<file path="config.mk">
export PLATFORM = sky130hd
export DESIGN_NAME = uart_tx485
export DESIGN_NICKNAME = d
export VERILOG_FILES = /design/src/rtl/uart_tx485_pkg.sv /design/src/rtl/uart_tx485_baud.sv /design/src/rtl/uart_tx485_frame.sv /design/src/rtl/uart_tx485_led.sv /design/src/rtl/uart_tx485.sv
export SDC_FILE = /design/constraint.sdc
export NUM_CORES = 1
export LEC_CHECK = 0
export ABC_AREA = 1
export BUFFER_PORTS_ARGS = -buffer_cell sky130_fd_sc_hd__buf_2
export CAP_MARGIN = 20
export CORE_MARGIN = 3
export CORE_UTILIZATION = 30
export CTS_BUF_LIST = sky130_fd_sc_hd__clkbuf_8
export DETAILED_ROUTE_END_ITERATION = 8
export PLACE_DENSITY = 0.54
export SYNTH_ARGS = -nofsm -noshare
export SYNTH_HDL_FRONTEND = slang
export SYNTH_SLANG_ARGS = --single-unit
</file>
<file path="constraint.sdc">
create_clock -name clk_i -period 7.1 [get_ports clk_i]
set_clock_uncertainty 0.05 [all_clocks]
set_input_delay 2.13 -clock clk_i [delete_from_list [all_inputs] [get_ports clk_i]]
set_output_delay 2.13 -clock clk_i [all_outputs]
set_load 0.005 [all_outputs]
</file>
<file path="src/rtl/uart_tx485_pkg.sv">
package uart_tx485_pkg;
  typedef enum logic [2:0] {
    PAR_NONE  = 3'd0,
    PAR_ODD   = 3'd1,
    PAR_EVEN  = 3'd2,
    PAR_MARK  = 3'd3,
    PAR_SPACE = 3'd4
  } par_mode_e;

  typedef enum logic [2:0] {
    ST_IDLE, ST_LEAD, ST_START, ST_DATA, ST_PAR, ST_STOP
  } tx_state_e;

  function automatic logic par_used(logic [2:0] mode);
    return (mode >= 3'd1) && (mode <= 3'd4);
  endfunction

  function automatic logic par_value(logic [2:0] mode, logic [7:0] d, logic len8);
    logic ones;
    ones = len8 ? ^d : ^d[6:0];
    case (mode)
      PAR_ODD:   return ~ones;
      PAR_EVEN:  return ones;
      PAR_MARK:  return 1'b1;
      default:   return 1'b0;
    endcase
  endfunction
endpackage

</file>
<file path="src/rtl/uart_tx485_baud.sv">
module uart_tx485_baud #(
  parameter int DIV_W  = 14,
  parameter int FRAC_W = 3
) (
  input  logic              clk_i,
  input  logic              rst_ni,
  input  logic              load_i,
  input  logic [DIV_W-1:0]  div_i,
  input  logic [FRAC_W-1:0] frac_i,
  input  logic              ovs10_i,
  output logic              bit_tick_o
);
  localparam int CW = DIV_W + 1;

  logic [DIV_W-1:0]  div_q;
  logic [FRAC_W-1:0] frac_q, acc_q;
  logic              ovs10_q, extra_q;
  logic [CW-1:0]     sub_cnt_q, sub_last;
  logic [3:0]        ovs_cnt_q, ovs_last;
  logic              sub_end;
  logic [FRAC_W:0]   acc_sum;

  // slot length is div, or div+1 when the previous slot overflowed the accumulator
  assign sub_last   = {1'b0, div_q} - CW'(1) + CW'(extra_q);
  assign sub_end    = (sub_cnt_q == sub_last);
  assign ovs_last   = ovs10_q ? 4'd9 : 4'd15;
  assign bit_tick_o = sub_end && (ovs_cnt_q == ovs_last);
  assign acc_sum    = {1'b0, acc_q} + {1'b0, frac_q};

  always_ff @(posedge clk_i or negedge rst_ni) begin
    if (!rst_ni) begin
      div_q     <= DIV_W'(1);
      frac_q    <= '0;
      ovs10_q   <= 1'b0;
      acc_q     <= '0;
      extra_q   <= 1'b0;
      sub_cnt_q <= '0;
      ovs_cnt_q <= '0;
    end else if (load_i) begin
      div_q     <= div_i;
      frac_q    <= frac_i;
      ovs10_q   <= ovs10_i;
      acc_q     <= '0;
      extra_q   <= 1'b0;
      sub_cnt_q <= '0;
      ovs_cnt_q <= '0;
    end else if (sub_end) begin
      sub_cnt_q <= '0;
      {extra_q, acc_q} <= acc_sum;
      ovs_cnt_q <= bit_tick_o ? 4'd0 : ovs_cnt_q + 4'd1;
    end else begin
      sub_cnt_q <= sub_cnt_q + CW'(1);
    end
  end

  AST_SLOT_BOUND: assert property (@(posedge clk_i) disable iff (!rst_ni)
    (div_q != '0) |-> (sub_cnt_q <= sub_last));
  AST_OVS_BOUND: assert property (@(posedge clk_i) disable iff (!rst_ni)
    ovs_cnt_q <= 4'd15 && (!ovs10_q || ovs_cnt_q <= 4'd9));
endmodule

</file>
<file path="src/rtl/uart_tx485_frame.sv">
module uart_tx485_frame
  import uart_tx485_pkg::*;
(
  input  logic       clk_i,
  input  logic       rst_ni,
  input  logic       valid_i,
  input  logic [7:0] data_i,
  input  logic       len8_i,
  input  logic       two_stop_i,
  input  logic [2:0] parity_i,
  input  logic       bit_tick_i,
  output logic       ready_o,
  output logic       load_o,
  output logic       txd_o,
  output logic       de_o,
  output logic       active_o
);
  tx_state_e  state_q;
  logic [7:0] shreg_q;
  logic [2:0] bit_idx_q;
  logic       stop_idx_q, len8_q, two_q, par_en_q, par_bit_q;
  logic       last_stop, accept;

  assign last_stop = (stop_idx_q == two_q);
  assign ready_o   = (state_q == ST_IDLE) ||
                     (state_q == ST_STOP && bit_tick_i && last_stop);
  assign accept    = valid_i && ready_o;
  assign load_o    = accept;
  assign de_o      = (state_q != ST_IDLE);
  assign active_o  = (state_q != ST_IDLE) && (state_q != ST_LEAD);

  always_comb begin
    case (state_q)
      ST_START: txd_o = 1'b0;
      ST_DATA:  txd_o = shreg_q[0];
      ST_PAR:   txd_o = par_bit_q;
      default:  txd_o = 1'b1;
    endcase
  end

  always_ff @(posedge clk_i or negedge rst_ni) begin
    if (!rst_ni) begin
      state_q    <= ST_IDLE;
      shreg_q    <= '0;
      bit_idx_q  <= '0;
      stop_idx_q <= 1'b0;
      len8_q     <= 1'b1;
      two_q      <= 1'b0;
      par_en_q   <= 1'b0;
      par_bit_q  <= 1'b0;
    end else begin
      if (accept) begin
        shreg_q   <= data_i;
        len8_q    <= len8_i;
        two_q     <= two_stop_i;
        par_en_q  <= par_used(parity_i);
        par_bit_q <= par_value(parity_i, data_i, len8_i);
      end
      case (state_q)
        ST_IDLE:  if (accept) state_q <= ST_LEAD;
        ST_LEAD:  if (bit_tick_i) state_q <= ST_START;
        ST_START: if (bit_tick_i) begin
          state_q   <= ST_DATA;
          bit_idx_q <= '0;
        end
        ST_DATA: if (bit_tick_i) begin
          shreg_q <= shreg_q >> 1;
          if (bit_idx_q == (len8_q ? 3'd7 : 3'd6)) begin
            state_q    <= par_en_q ? ST_PAR : ST_STOP;
            stop_idx_q <= 1'b0;
          end else begin
            bit_idx_q <= bit_idx_q + 3'd1;
          end
        end
        ST_PAR: if (bit_tick_i) begin
          state_q    <= ST_STOP;
          stop_idx_q <= 1'b0;
        end
        ST_STOP: if (bit_tick_i) begin
          if (last_stop) state_q <= accept ? ST_START : ST_IDLE;
          else           stop_idx_q <= 1'b1;
        end
        default: state_q <= ST_IDLE;
      endcase
    end
  end

  AST_ACCEPT_DRIVES: assert property (@(posedge clk_i) disable iff (!rst_ni)
    accept |=> (de_o && !ready_o));
  AST_LOW_NEEDS_DE: assert property (@(posedge clk_i) disable iff (!rst_ni)
    !txd_o |-> de_o);
endmodule

</file>
<file path="src/rtl/uart_tx485_led.sv">
module uart_tx485_led #(
  parameter int LED_MIN = 1200000
) (
  input  logic clk_i,
  input  logic rst_ni,
  input  logic active_i,
  output logic led_no
);
  localparam int CW = $clog2(LED_MIN + 1);

  logic [CW-1:0] cnt_q;

  assign led_no = !(active_i || (cnt_q != '0));

  always_ff @(posedge clk_i or negedge rst_ni) begin
    if (!rst_ni)             cnt_q <= '0;
    else if (active_i)       cnt_q <= CW'(LED_MIN);
    else if (cnt_q != '0)    cnt_q <= cnt_q - CW'(1);
  end

  AST_LED_STRETCH: assert property (@(posedge clk_i) disable iff (!rst_ni)
    $fell(active_i) |-> !led_no);
endmodule

</file>
<file path="src/rtl/uart_tx485.sv">
module uart_tx485 #(
  parameter int DIV_W   = 14,
  parameter int FRAC_W  = 3,
  parameter int LED_MIN = 1200000
) (
  input  logic              clk_i,
  input  logic              rst_ni,
  input  logic              valid_i,
  input  logic [7:0]        data_i,
  output logic              ready_o,
  input  logic              len8_i,
  input  logic              two_stop_i,
  input  logic [2:0]        parity_i,
  input  logic              ovs10_i,
  input  logic [DIV_W-1:0]  div_i,
  input  logic [FRAC_W-1:0] frac_i,
  output logic              txd_o,
  output logic              de_o,
  output logic              led_no
);
  logic bit_tick, load, active;

  uart_tx485_baud #(.DIV_W(DIV_W), .FRAC_W(FRAC_W)) u_baud (
    .clk_i, .rst_ni,
    .load_i(load), .div_i, .frac_i, .ovs10_i,
    .bit_tick_o(bit_tick)
  );

  uart_tx485_frame u_frame (
    .clk_i, .rst_ni, .valid_i, .data_i, .len8_i, .two_stop_i, .parity_i,
    .bit_tick_i(bit_tick), .ready_o, .load_o(load),
    .txd_o, .de_o, .active_o(active)
  );

  uart_tx485_led #(.LED_MIN(LED_MIN)) u_led (
    .clk_i, .rst_ni, .active_i(active), .led_no
  );

  AST_IDLE_MARK: assert property (@(posedge clk_i) disable iff (!rst_ni)
    !de_o |-> (txd_o && ready_o));
  AST_LEAD_MARK: assert property (@(posedge clk_i) disable iff (!rst_ni)
    $rose(de_o) |-> txd_o);
  AST_LED_ON_START: assert property (@(posedge clk_i) disable iff (!rst_ni)
    !txd_o |-> !led_no);
endmodule

</file>
==> flow_metrics.env, run 1 <==
export IMPL_status="complete, no violations"
export IMPL_peakVddDrop_uv=120.7
export IMPL_rows=46
export IMPL_hold_depth=1
export IMPL_postPlaceCellArea_um2=5398
export IMPL_min_period_over_period=0.6926
export IMPL_hold_viol=0
export IMPL_hold_path_endpoint="u_led.cnt_q[19]$_DFFE_PN0N_"
export IMPL_routedWlPerCell_um=11.57
export IMPL_maxCapViolCount=0
export IMPL_max_stage_delay_ps=520
export IMPL_io_buffers=37
export IMPL_root_buffer="clkbuf_8"
export IMPL_die_y_um=135.5
export IMPL_min_from="u_led.cnt_q[19]$_DFFE_PN0N_"
export IMPL_max_freq_ghz=0.2034
export IMPL_area_growth_pct=12.36
export IMPL_synth_top_area_frac=0.3928
export IMPL_ys_seq_area_frac=0.4033
export IMPL_power_density_nw_per_um2=343.2
export IMPL_timing_worst_setup_path_type="flip-flop to primary output"
export IMPL_critPathBufInv=3
export IMPL_syn_area_per_cell_um2=7.262
export IMPL_critPathCaptureType="primary output"
export IMPL_rsz0062_at_grt="no"
export IMPL_clkLatencyLatePin_ps=370
export IMPL_wl_mm=11.00
export IMPL_cp_cell_sequence="inv_1, ha_1, ha_1, inv_1, nand2_1, nand2_1, nand2_1, nand2_1, nand2_1, nor2_1, nand2_1, nor2_2, nand4_2, nand2_2, buf_2"
export IMPL_slew_headroom=0.5404
export IMPL_rrSetupSlack_ps=3360
export IMPL_netlist_area_um2=5032
export IMPL_p_clk_frac=0.203
export IMPL_comb_power_share=0.434
export IMPL_post_route_drc_count=0
export IMPL_dieWidth_um=135.5
export IMPL_grt_overflow=0
export IMPL_final_cell_area_um2=5654
export IMPL_setup_viol=0
export IMPL_ys_top_cells_by_count="190 x nand2_1, 103 x inv_1, 88 x nor2_1"
export IMPL_power_frac_seq=0.363
export IMPL_ios=38
export IMPL_rr_worst_depth=18
export IMPL_cts_hold_buf=0
export IMPL_die_area_um2=18360
export IMPL_numCtsBuffers=9
export IMPL_drive_above_1_share=0.1131
export IMPL_fin_crit_ps=4917
export IMPL_grt_antenna_before_repair=0
export IMPL_r2r_end="u_baud.div_q[1]$_DFFE_PN0N_"
export IMPL_clkSlewWorstSetupHoldPaths_ps=80
export IMPL_cp_max_fo=11
export IMPL_ys_flop_type="dfrtp_1"
export IMPL_coreArea_um2=16170
export IMPL_cpMostUsedCell="nand2_1"
export IMPL_yosysUniqueCellTypes=41
export IMPL_slew_violations=0
export IMPL_synth_most_common_cell="nand2_1"
export IMPL_cp_start_kind="flip-flop"
export IMPL_gp_congestion=0.7819
export IMPL_antenna_cells=0
export IMPL_cts_tree="yes"
export IMPL_p_sw_frac=0.4277
export IMPL_syn_inst=693
export IMPL_cp_top_family="simple AND/OR/NAND/NOR gates"
export IMPL_cp_required_ps=4920
export IMPL_grt_use_total=0.1296
export IMPL_ys_warnings_count=0
export IMPL_ys_ff_latch=81
export IMPL_cp_slowest_cell="dfstp_2"
export IMPL_grt_max_degree=82
export IMPL_ctsResizeCount=0
export IMPL_via_per_inst=4.396
export IMPL_tightest_slew_ps=687.0
export IMPL_grt_pass1_vias=4041
export IMPL_post_cts_setup_buffers=0
export IMPL_power_switching_mw=0.8299
export IMPL_ant_nets=0
export IMPL_synth_edf_count=0
export IMPL_timing_rr_start="u_baud.div_q[0]$_DFFE_PN1N_"
export IMPL_drt_iter0_markers=195
export IMPL_tns_ps=0
export IMPL_layout_nets=773
export IMPL_dp_final_hpwl_mm=8.110
export IMPL_p_int_mw=1.111
export IMPL_dr_pass1_iters=4
export IMPL_clock_sinks=81
export IMPL_htreeDepth=3
export IMPL_p_leak_nw=2.827
export IMPL_async_reset_ff_frac=1.000
export IMPL_start_util=0.3112
export IMPL_yosys_top_cells_area="dfrtp_1 39%, nand2_1 14%, inv_1 7.7%, nor2_1 6.6%, nand3_1 4.9%"
export IMPL_cp_arrival_ps=2740
export IMPL_clockBufferDepth=2
export IMPL_hold_class="flip-flop to flip-flop"
export IMPL_yosysTopAreaCell="dfrtp_1"
export IMPL_vias=4176
export IMPL_grt_first_pass_wirelength_mm=19.09
export IMPL_syn_num_nets=737
[how the worst max path moves through the flow]
stage	from	endpoint	slack (ps)	depth (start not counted)
final	u_baud.div_q[0]$_DFFE_PN1N_	ready_o	2180	15
after global routing	u_baud.div_q[0]$_DFFE_PN1N_	ready_o	1900	15
after CTS	u_baud.div_q[0]$_DFFE_PN1N_	ready_o	2150	15
after detailed placement	u_baud.div_q[0]$_DFFE_PN1N_	ready_o	2570	15
after global placement	u_baud.div_q[0]$_DFFE_PN1N_	ready_o	2610	15
after floorplan	u_baud.div_q[0]$_DFFE_PN1N_	ready_o	2850	12
[through the flow]
stage / setup slack [ps] / instances / hold slack (ps) / power (mW) / util
5_1_grt: 1901 / 950 / 461.1 / 2.135 / 0.3496
3_3_place_gp: 2613 / 933 / 407.1 / 1.565 / 0.3337
6_report: 2183 / 950 / 428.4 / 1.940 / 0.3496
3_5_place_dp: 2570 / 933 / 414.1 / 1.560 / 0.3337
4_1_cts: 2148 / 949 / 424.3 / 1.963 / 0.3479
2_1_floorplan: 2846 / 693 / 384.5 / 1.385 / -
[final cells by class]
class | count | area, um^2
Clock inverter | 5 | 77.57
Timing Repair Buffer | 38 | 215.2
Sequential cell | 81 | 2029
Clock buffer | 11 | 151.4
Multi-Input combinational cell | 494 | 2516
Fill cell | 1716 | 10520
Inverter | 105 | 394.1
Tap cell | 216 | 270.3
[cells by family after synthesis]
| logic type | Yosys count | synth area share |
|---|---|---|
| AO/OA/AOI/OAI | 62 | 0.06813 |
| XOR/XNOR | 40 | 0.06962 |
| adder cells (fa/ha/maj) | 10 | 0.02636 |
| buffers and inverters | 118 | 0.09671 |
| flip-flops | 81 | 0.4033 |
| AND/OR/NAND/NOR | 382 | 0.3359 |
[sequential cells by signal (all words and copies together) (netlist names), 3 cells and up]
signal and flops:
u_baud.acc_q 3, u_baud.div_q 14, u_baud.frac_q 3, u_baud.ovs_cnt_q 4, u_baud.sub_cnt_q 15, u_frame.bit_idx_q 3
u_frame.shreg_q 8, u_frame.state_q 3, u_led.cnt_q 21
[worst register-to-register path, stage by stage, from the launching register on]
cell and delay, ps:
dfstp_2 520, inv_1 40, ha_1 230, ha_1 270, inv_1 70, nand2_1 60, nand2_1 70, nand2_1 40
nand2_1 70, nand2_1 60, nor2_1 140, nand2_1 80, nor2_2 210, nand4_2 130, nand2_2 210, nand2_2 450
inv_2 640, nand2_1 190, o21ai_0 110
[power groups by stage]
stage | Clock, mW | Sequential, mW | Combinational (mW)
3_3_place_gp | 0 | 0.716 | 0.849
5_1_grt | 0.424 | 0.723 | 0.988
2_1_floorplan | 0 | 0.680 | 0.705
3_5_place_dp | 0 | 0.712 | 0.848
6_report | 0.394 | 0.704 | 0.843
4_1_cts | 0.407 | 0.705 | 0.852
[layer usage]
layer / track usage / wire, um / vias up
met5: 0 / 0 / -
li1: - / - / 2228
met3: 0.01820 / 333 / 13
met1: 0.1805 / 5679 / 1876
met4: 0.05935 / 231 / 0
met2: 0.1999 / 4750 / 59
[cell usage in the layout, fill, tap and decap left out, types with 8 or more instances in the layout]
master    instances
xor2_1           21
a21oi_1          20
clkbuf_8         11
nand4_1           8
nor2_1           88
nand3_1          49
ha_1              9
buf_2            36
dfrtp_1          79
nand2_1         190
inv_1           103
o21ai_0          27
nor3_1           15
xnor2_1          19
Power figures use the tool's default switching activity.
==> run 2: changes to the inputs <==
- PLACE_DENSITY: 0.54 -> 0.55
- clock period: 7.1 -> 4.3 ns (I/O delays scaled with it)
==> flow_metrics.env, run 2 (same netlist as run 1, synthesis figures left out) <==
export IMPL_startpoint="u_baud.div_q[0]$_DFFE_PN1N_"
export IMPL_hold_path_endpoint="u_led.cnt_q[19]$_DFFE_PN0N_"
export IMPL_cp_required_ps=2960
export IMPL_gp_congestion=0.8310
export IMPL_maxCapViolCount=0
export IMPL_p_int_mw=1.718
export IMPL_p_total_mw=3.095
export IMPL_p_clk_frac=0.167
export IMPL_met2_usage=0.2052
export IMPL_clkLatencyLatePin_ps=370
export IMPL_clockBufferDepth=2
export IMPL_cts_tree="yes"
export IMPL_wl_mm=11.32
export IMPL_post_route_drc_count=0
export IMPL_fin_crit_ps=4052
export IMPL_grt_max_degree=35
export IMPL_critPathCaptureType="primary output"
export IMPL_grt_overflow=0
export IMPL_post_cts_setup_buffers=0
export IMPL_slew_headroom=0.5935
export IMPL_reg_top3="u_led.cnt_q (21), u_baud.sub_cnt_q (15), u_baud.div_q (14)"
export IMPL_dp_final_hpwl_mm=8.510
export IMPL_ctsResizeCount=0
export IMPL_p_sw_frac=0.4451
export IMPL_status="complete, no violations"
export IMPL_ant_nets=0
export IMPL_stdcell_count=951
export IMPL_drt_iter0_markers=196
export IMPL_ios=38
export IMPL_cts_hold_buf=0
export IMPL_rsz0062_at_grt="no"
export IMPL_slew_violations=0
export IMPL_hold_depth=1
export IMPL_via_per_inst=4.471
export IMPL_numCtsBuffers=9
export IMPL_rr_worst_depth=19
export IMPL_grt_busiest_layer="met2"
export IMPL_grt_antenna_before_repair=0
export IMPL_hold_viol=0
export IMPL_setup_viol=0
export IMPL_power_switching_mw=1.378
export IMPL_root_buffer="clkbuf_8"
export IMPL_fin_ws_ps=247.8
export IMPL_p_leak_nw=2.804
export IMPL_timing_worst_setup_path_type="flip-flop to primary output"
export IMPL_io_buffers=37
export IMPL_min_from="u_led.cnt_q[19]$_DFFE_PN0N_"
export IMPL_cp_cell_sequence="inv_1, ha_1, ha_1, inv_1, nand2_1, nand2_1, nand2_1, nand2_1, nand2_1, nor2_1, nand2_1, nor2_4, nand4_2, nand2_4, buf_2"
export IMPL_power_density_nw_per_um2=552.3
export IMPL_cp_top_family="simple AND/OR/NAND/NOR gates"
export IMPL_dp_slack_ps=565.6
export IMPL_rrSetupSlack_ps=940
export IMPL_cp_arrival_ps=2710
export IMPL_grt_use_total=0.1315
export IMPL_area_growth_pct=11.36
export IMPL_r2r_end="u_baud.div_q[1]$_DFFE_PN0N_"
export IMPL_grt_met3_usage=0.02006
export IMPL_max_freq_ghz=0.2468
export IMPL_tightest_slew_ps=608.9
export IMPL_start_util=0.3112
export IMPL_regArea_um2=2029
export IMPL_largest_reg_flops=21
export IMPL_timing_rr_start="u_baud.div_q[0]$_DFFE_PN1N_"
export IMPL_dr_pass1_iters=4
export IMPL_antenna_cells=0
export IMPL_layout_nets=775
export IMPL_cp_slowest_cell="dfstp_2"
export IMPL_cp_start_kind="flip-flop"
export IMPL_cp_max_fo=11
export IMPL_fillers=1727
export IMPL_tns_ps=0
export IMPL_vias=4252
export IMPL_top_register="u_led.cnt_q"
export IMPL_min_period_over_period=0.9424
export IMPL_clock_sinks=81
export IMPL_layout_commonest_cell="nand2_1"
export IMPL_routedWlPerCell_um=11.90
export IMPL_die_area_um2=18360
export IMPL_coreArea_um2=16170
export IMPL_globalRouteMet1Util=0.1822
export IMPL_grt_first_pass_wirelength_mm=19.55
export IMPL_die_y_um=135.5
export IMPL_dieWidth_um=135.5
export IMPL_power_frac_seq=0.376
export IMPL_rows=46
export IMPL_grt_pass1_vias=4127
export IMPL_cpMostUsedCell="nand2_1"
export IMPL_comb_power_share=0.457
export IMPL_mostFrequentLayoutCells="190 x nand2_1, 105 x inv_1, 88 x nor2_1"
export IMPL_hold_class="flip-flop to flip-flop"
export IMPL_clkSlewWorstSetupHoldPaths_ps=80
export IMPL_max_stage_delay_ps=520
export IMPL_critPathBufInv=3
export IMPL_placedCellCount=936
export IMPL_peakVddDrop_uv=213.7
export IMPL_htreeDepth=3
export IMPL_drive_above_1_share=0.1116
export IMPL_multi_input_area_um2=2526
-- run 2: cell type report --
class,instances,share of cell area
Clock inverter,4,0.004019
Tap cell,216,0.04823
Multi-Input combinational cell,494,0.4508
Clock buffer,11,0.02701
Sequential cell,81,0.3621
Inverter,105,0.07033
Timing Repair Buffer,40,0.03751
-- run 2: power groups by stage --
| stage | Sequential (mW) | Combinational (mW) | Clock, mW |
|---|---|---|---|
| 6_report | 1.17 | 1.41 | 0.515 |
| 5_1_grt | 1.20 | 1.66 | 0.568 |
| 4_1_cts | 1.17 | 1.42 | 0.536 |
| 3_5_place_dp | 1.18 | 1.41 | 0 |
| 3_3_place_gp | 1.18 | 1.40 | 0 |
| 2_1_floorplan | 1.12 | 1.16 | 0 |
-- run 2: worst max-delay path by stage --
stage / end / slack (ps) / depth (start not counted)
final: ready_o / 250 / 15
after detailed placement: ready_o / 570 / 15
after floorplan: ready_o / 890 / 12
after global placement: ready_o / 620 / 15
after CTS: ready_o / 140 / 15
after global routing: ready_o / 20 / 15
-- run 2: through the flow --
| step | hold WS (ps) | utilization | cell area (um^2) |
|---|---|---|---|
| 3_5_place_dp | 413.7 | 0.3351 | 5420 |
| 6_report | 422.9 | 0.3465 | 5604 |
| 5_1_grt | 447.9 | 0.3465 | 5604 |
| 2_1_floorplan | 384.5 | - | 5032 |
| 3_3_place_gp | 406.4 | 0.3351 | 5420 |
| 4_1_cts | 424.5 | 0.3459 | 5594 |
-- run 2: per-layer routing --
| layer | wire length [um] | vias up |
|---|---|---|
| li1 | - | 2226 |
| met1 | 5751 | 1940 |
| met2 | 5043 | 72 |
| met3 | 315 | 14 |
| met4 | 210 | 0 |
| met5 | 0 | - |
==> run 3: changes to the inputs <==
- BUFFER_PORTS_ARGS: -buffer_cell sky130_fd_sc_hd__buf_2 -> -buffer_cell sky130_fd_sc_hd__clkbuf_2
==> flow_metrics.env, run 3 (same netlist as run 1, synthesis figures left out) <==
export IMPL_status="complete, no violations"
export IMPL_routedWlPerCell_um=11.65
export IMPL_wl_met2_mm=4.898
export IMPL_vias=4237
export IMPL_drive_above_1_share=0.1128
export IMPL_ctsResizeCount=0
export IMPL_timing_rr_start="u_baud.div_q[0]$_DFFE_PN1N_"
export IMPL_layout_nets=775
export IMPL_dieWidth_um=135.5
export IMPL_layout_commonest_cell="nand2_1"
export IMPL_cp_max_fo=11
export IMPL_power_switching_mw=1.386
export IMPL_grt_antenna_before_repair=0
export IMPL_start_util=0.3112
export IMPL_antenna_cells=0
export IMPL_power_density_nw_per_um2=559.5
export IMPL_fin_ws_ps=290.7
export IMPL_min_period_over_period=0.9324
export IMPL_comb_power_share=0.450
export IMPL_maxCapViolCount=0
export IMPL_cts_hold_buf=0
export IMPL_numCtsBuffers=9
export IMPL_grt_overflow=0
export IMPL_coreArea_um2=16170
export IMPL_die_y_um=135.5
export IMPL_postPlaceCellArea_um2=5420
export IMPL_hold_slack_ps=423.0
export IMPL_drt_iter0_markers=148
export IMPL_cts_tree="yes"
export IMPL_rows=46
export IMPL_timing_worst_setup_path_type="flip-flop to primary output"
export IMPL_max_freq_ghz=0.2494
export IMPL_post_route_drc_count=0
export IMPL_met3_length_um=318
export IMPL_topRoutingLayerUsed="met4"
export IMPL_hold_class="flip-flop to flip-flop"
export IMPL_wl_mm=11.09
export IMPL_p_sw_frac=0.4401
export IMPL_p_leak_nw=2.818
export IMPL_tns_ps=0
export IMPL_post_cts_setup_buffers=0
export IMPL_fin_crit_ps=4009
export IMPL_final_cell_area_um2=5628
export IMPL_peakVddDrop_uv=194.9
export IMPL_startpoint="u_baud.div_q[0]$_DFFE_PN1N_"
export IMPL_root_buffer="clkbuf_8"
export IMPL_htreeDepth=3
export IMPL_slew_violations=0
export IMPL_grt_pass1_vias=4107
export IMPL_cp_slowest_cell="dfstp_2"
export IMPL_dp_slack_ps=584.6
export IMPL_p_int_mw=1.763
export IMPL_rsz0062_at_grt="no"
export IMPL_cp_arrival_ps=2670
export IMPL_via_per_inst=4.451
export IMPL_rrSetupSlack_ps=990
export IMPL_area_growth_pct=11.83
export IMPL_grt_first_pass_wirelength_mm=19.26
export IMPL_min_from="u_led.cnt_q[19]$_DFFE_PN0N_"
export IMPL_die_area_um2=18360
export IMPL_power_frac_seq=0.370
export IMPL_clock_sinks=81
export IMPL_max_stage_delay_ps=520
export IMPL_r2r_end="u_baud.div_q[4]$_DFFE_PN0N_"
export IMPL_mostFrequentLayoutCells="190 x nand2_1, 105 x inv_1, 88 x nor2_1"
export IMPL_slew_headroom=0.5968
export IMPL_cp_required_ps=2960
export IMPL_ios=38
export IMPL_cp_cell_sequence="inv_1, ha_1, ha_1, inv_1, nand2_1, nand2_1, nand2_1, nand2_1, nand2_1, nor2_1, nand2_1, nor2_4, nand4_2, nand2_4, clkbuf_2"
export IMPL_p_clk_frac=0.181
export IMPL_grt_max_degree=35
export IMPL_setup_viol=0
export IMPL_rr_worst_depth=18
export IMPL_reg_top3="u_led.cnt_q (21), u_baud.sub_cnt_q (15), u_baud.div_q (14)"
export IMPL_cpMostUsedCell="nand2_1"
export IMPL_gp_congestion=0.8298
export IMPL_grt_use_total=0.1304
export IMPL_clkSlewWorstSetupHoldPaths_ps=80
export IMPL_tightest_slew_ps=603.9
export IMPL_clkLatencyLatePin_ps=370
export IMPL_top_register="u_led.cnt_q"
export IMPL_dp_final_hpwl_mm=8.460
export IMPL_largest_reg_flops=21
export IMPL_cp_start_kind="flip-flop"
export IMPL_critPathCaptureType="primary output"
export IMPL_dr_pass1_iters=4
export IMPL_wl_met1_mm=5.543
export IMPL_ant_nets=0
export IMPL_io_buffers=37
export IMPL_hold_viol=0
export IMPL_critPathCapture="ready_o"
export IMPL_clockBufferDepth=2
-- run 3: changes by cell type in the layout (fill, tap and decap cells not counted) --
cell | before | now
buf_2 | 36 | 0
clkbuf_2 | 0 | 36
bufinv_16 | 0 | 1
clkbuf_8 | 11 | 10
clkinvlp_4 | 2 | 3
-- run 3: cell type report --
class	instances	area [um^2]
clock buffer	10	137.6
sequential	81	2029
inverter	105	394.1
multi-input combinational	494	2526
clock inverter	6	60.06
timing repair buffer	40	210.2
tap	216	270.3
fill	1738	10550
-- run 3: power groups by stage --
stage / clock network [mW] / registers, mW / logic, mW
global placement: 0 / 1.18 / 1.40
floorplan: 0 / 1.12 / 1.16
CTS: 0.595 / 1.17 / 1.42
finish: 0.569 / 1.16 / 1.42
detailed placement: 0 / 1.17 / 1.42
global route: 0.620 / 1.20 / 1.65
-- run 3: routing by layer --
layer,global-route usage,up-vias
li1,-,2229
met4,0.06719,0
met2,0.2041,53
met3,0.02303,20
met1,0.1729,1935
met5,0,-
-- run 3: worst min path at each step --
stage	endpoint	slack [ps]	cells after the start
floorplan	u_led.cnt_q[19]$_DFFE_PN0N_	380	1
finish	u_led.cnt_q[19]$_DFFE_PN0N_	420	1
global placement	u_frame.shreg_q[5]$_DFF_PN0_	410	2
CTS	u_led.cnt_q[19]$_DFFE_PN0N_	430	1
detailed placement	u_frame.shreg_q[5]$_DFF_PN0_	410	2
global route	u_frame.shreg_q[5]$_DFF_PN0_	440	2
-- run 3: critical path: cells and delay by family (launching register included) --
kind          cells  cell delay (ps)
flops             1              520
fa+ha+maj         2              490
simple gates     10             1040
buf+inv           3              240
-- run 3: metrics by stage --
| step | power (mW) | utilization | cells |
|---|---|---|---|
| 4_1_cts | 3.185 | 0.3474 | 952 |
| 3_3_place_gp | 2.579 | 0.3351 | 936 |
| 6_report | 3.149 | 0.3480 | 952 |
| 2_1_floorplan | 2.287 | - | 693 |
| 3_5_place_dp | 2.592 | 0.3351 | 936 |
| 5_1_grt | 3.466 | 0.3480 | 952 |
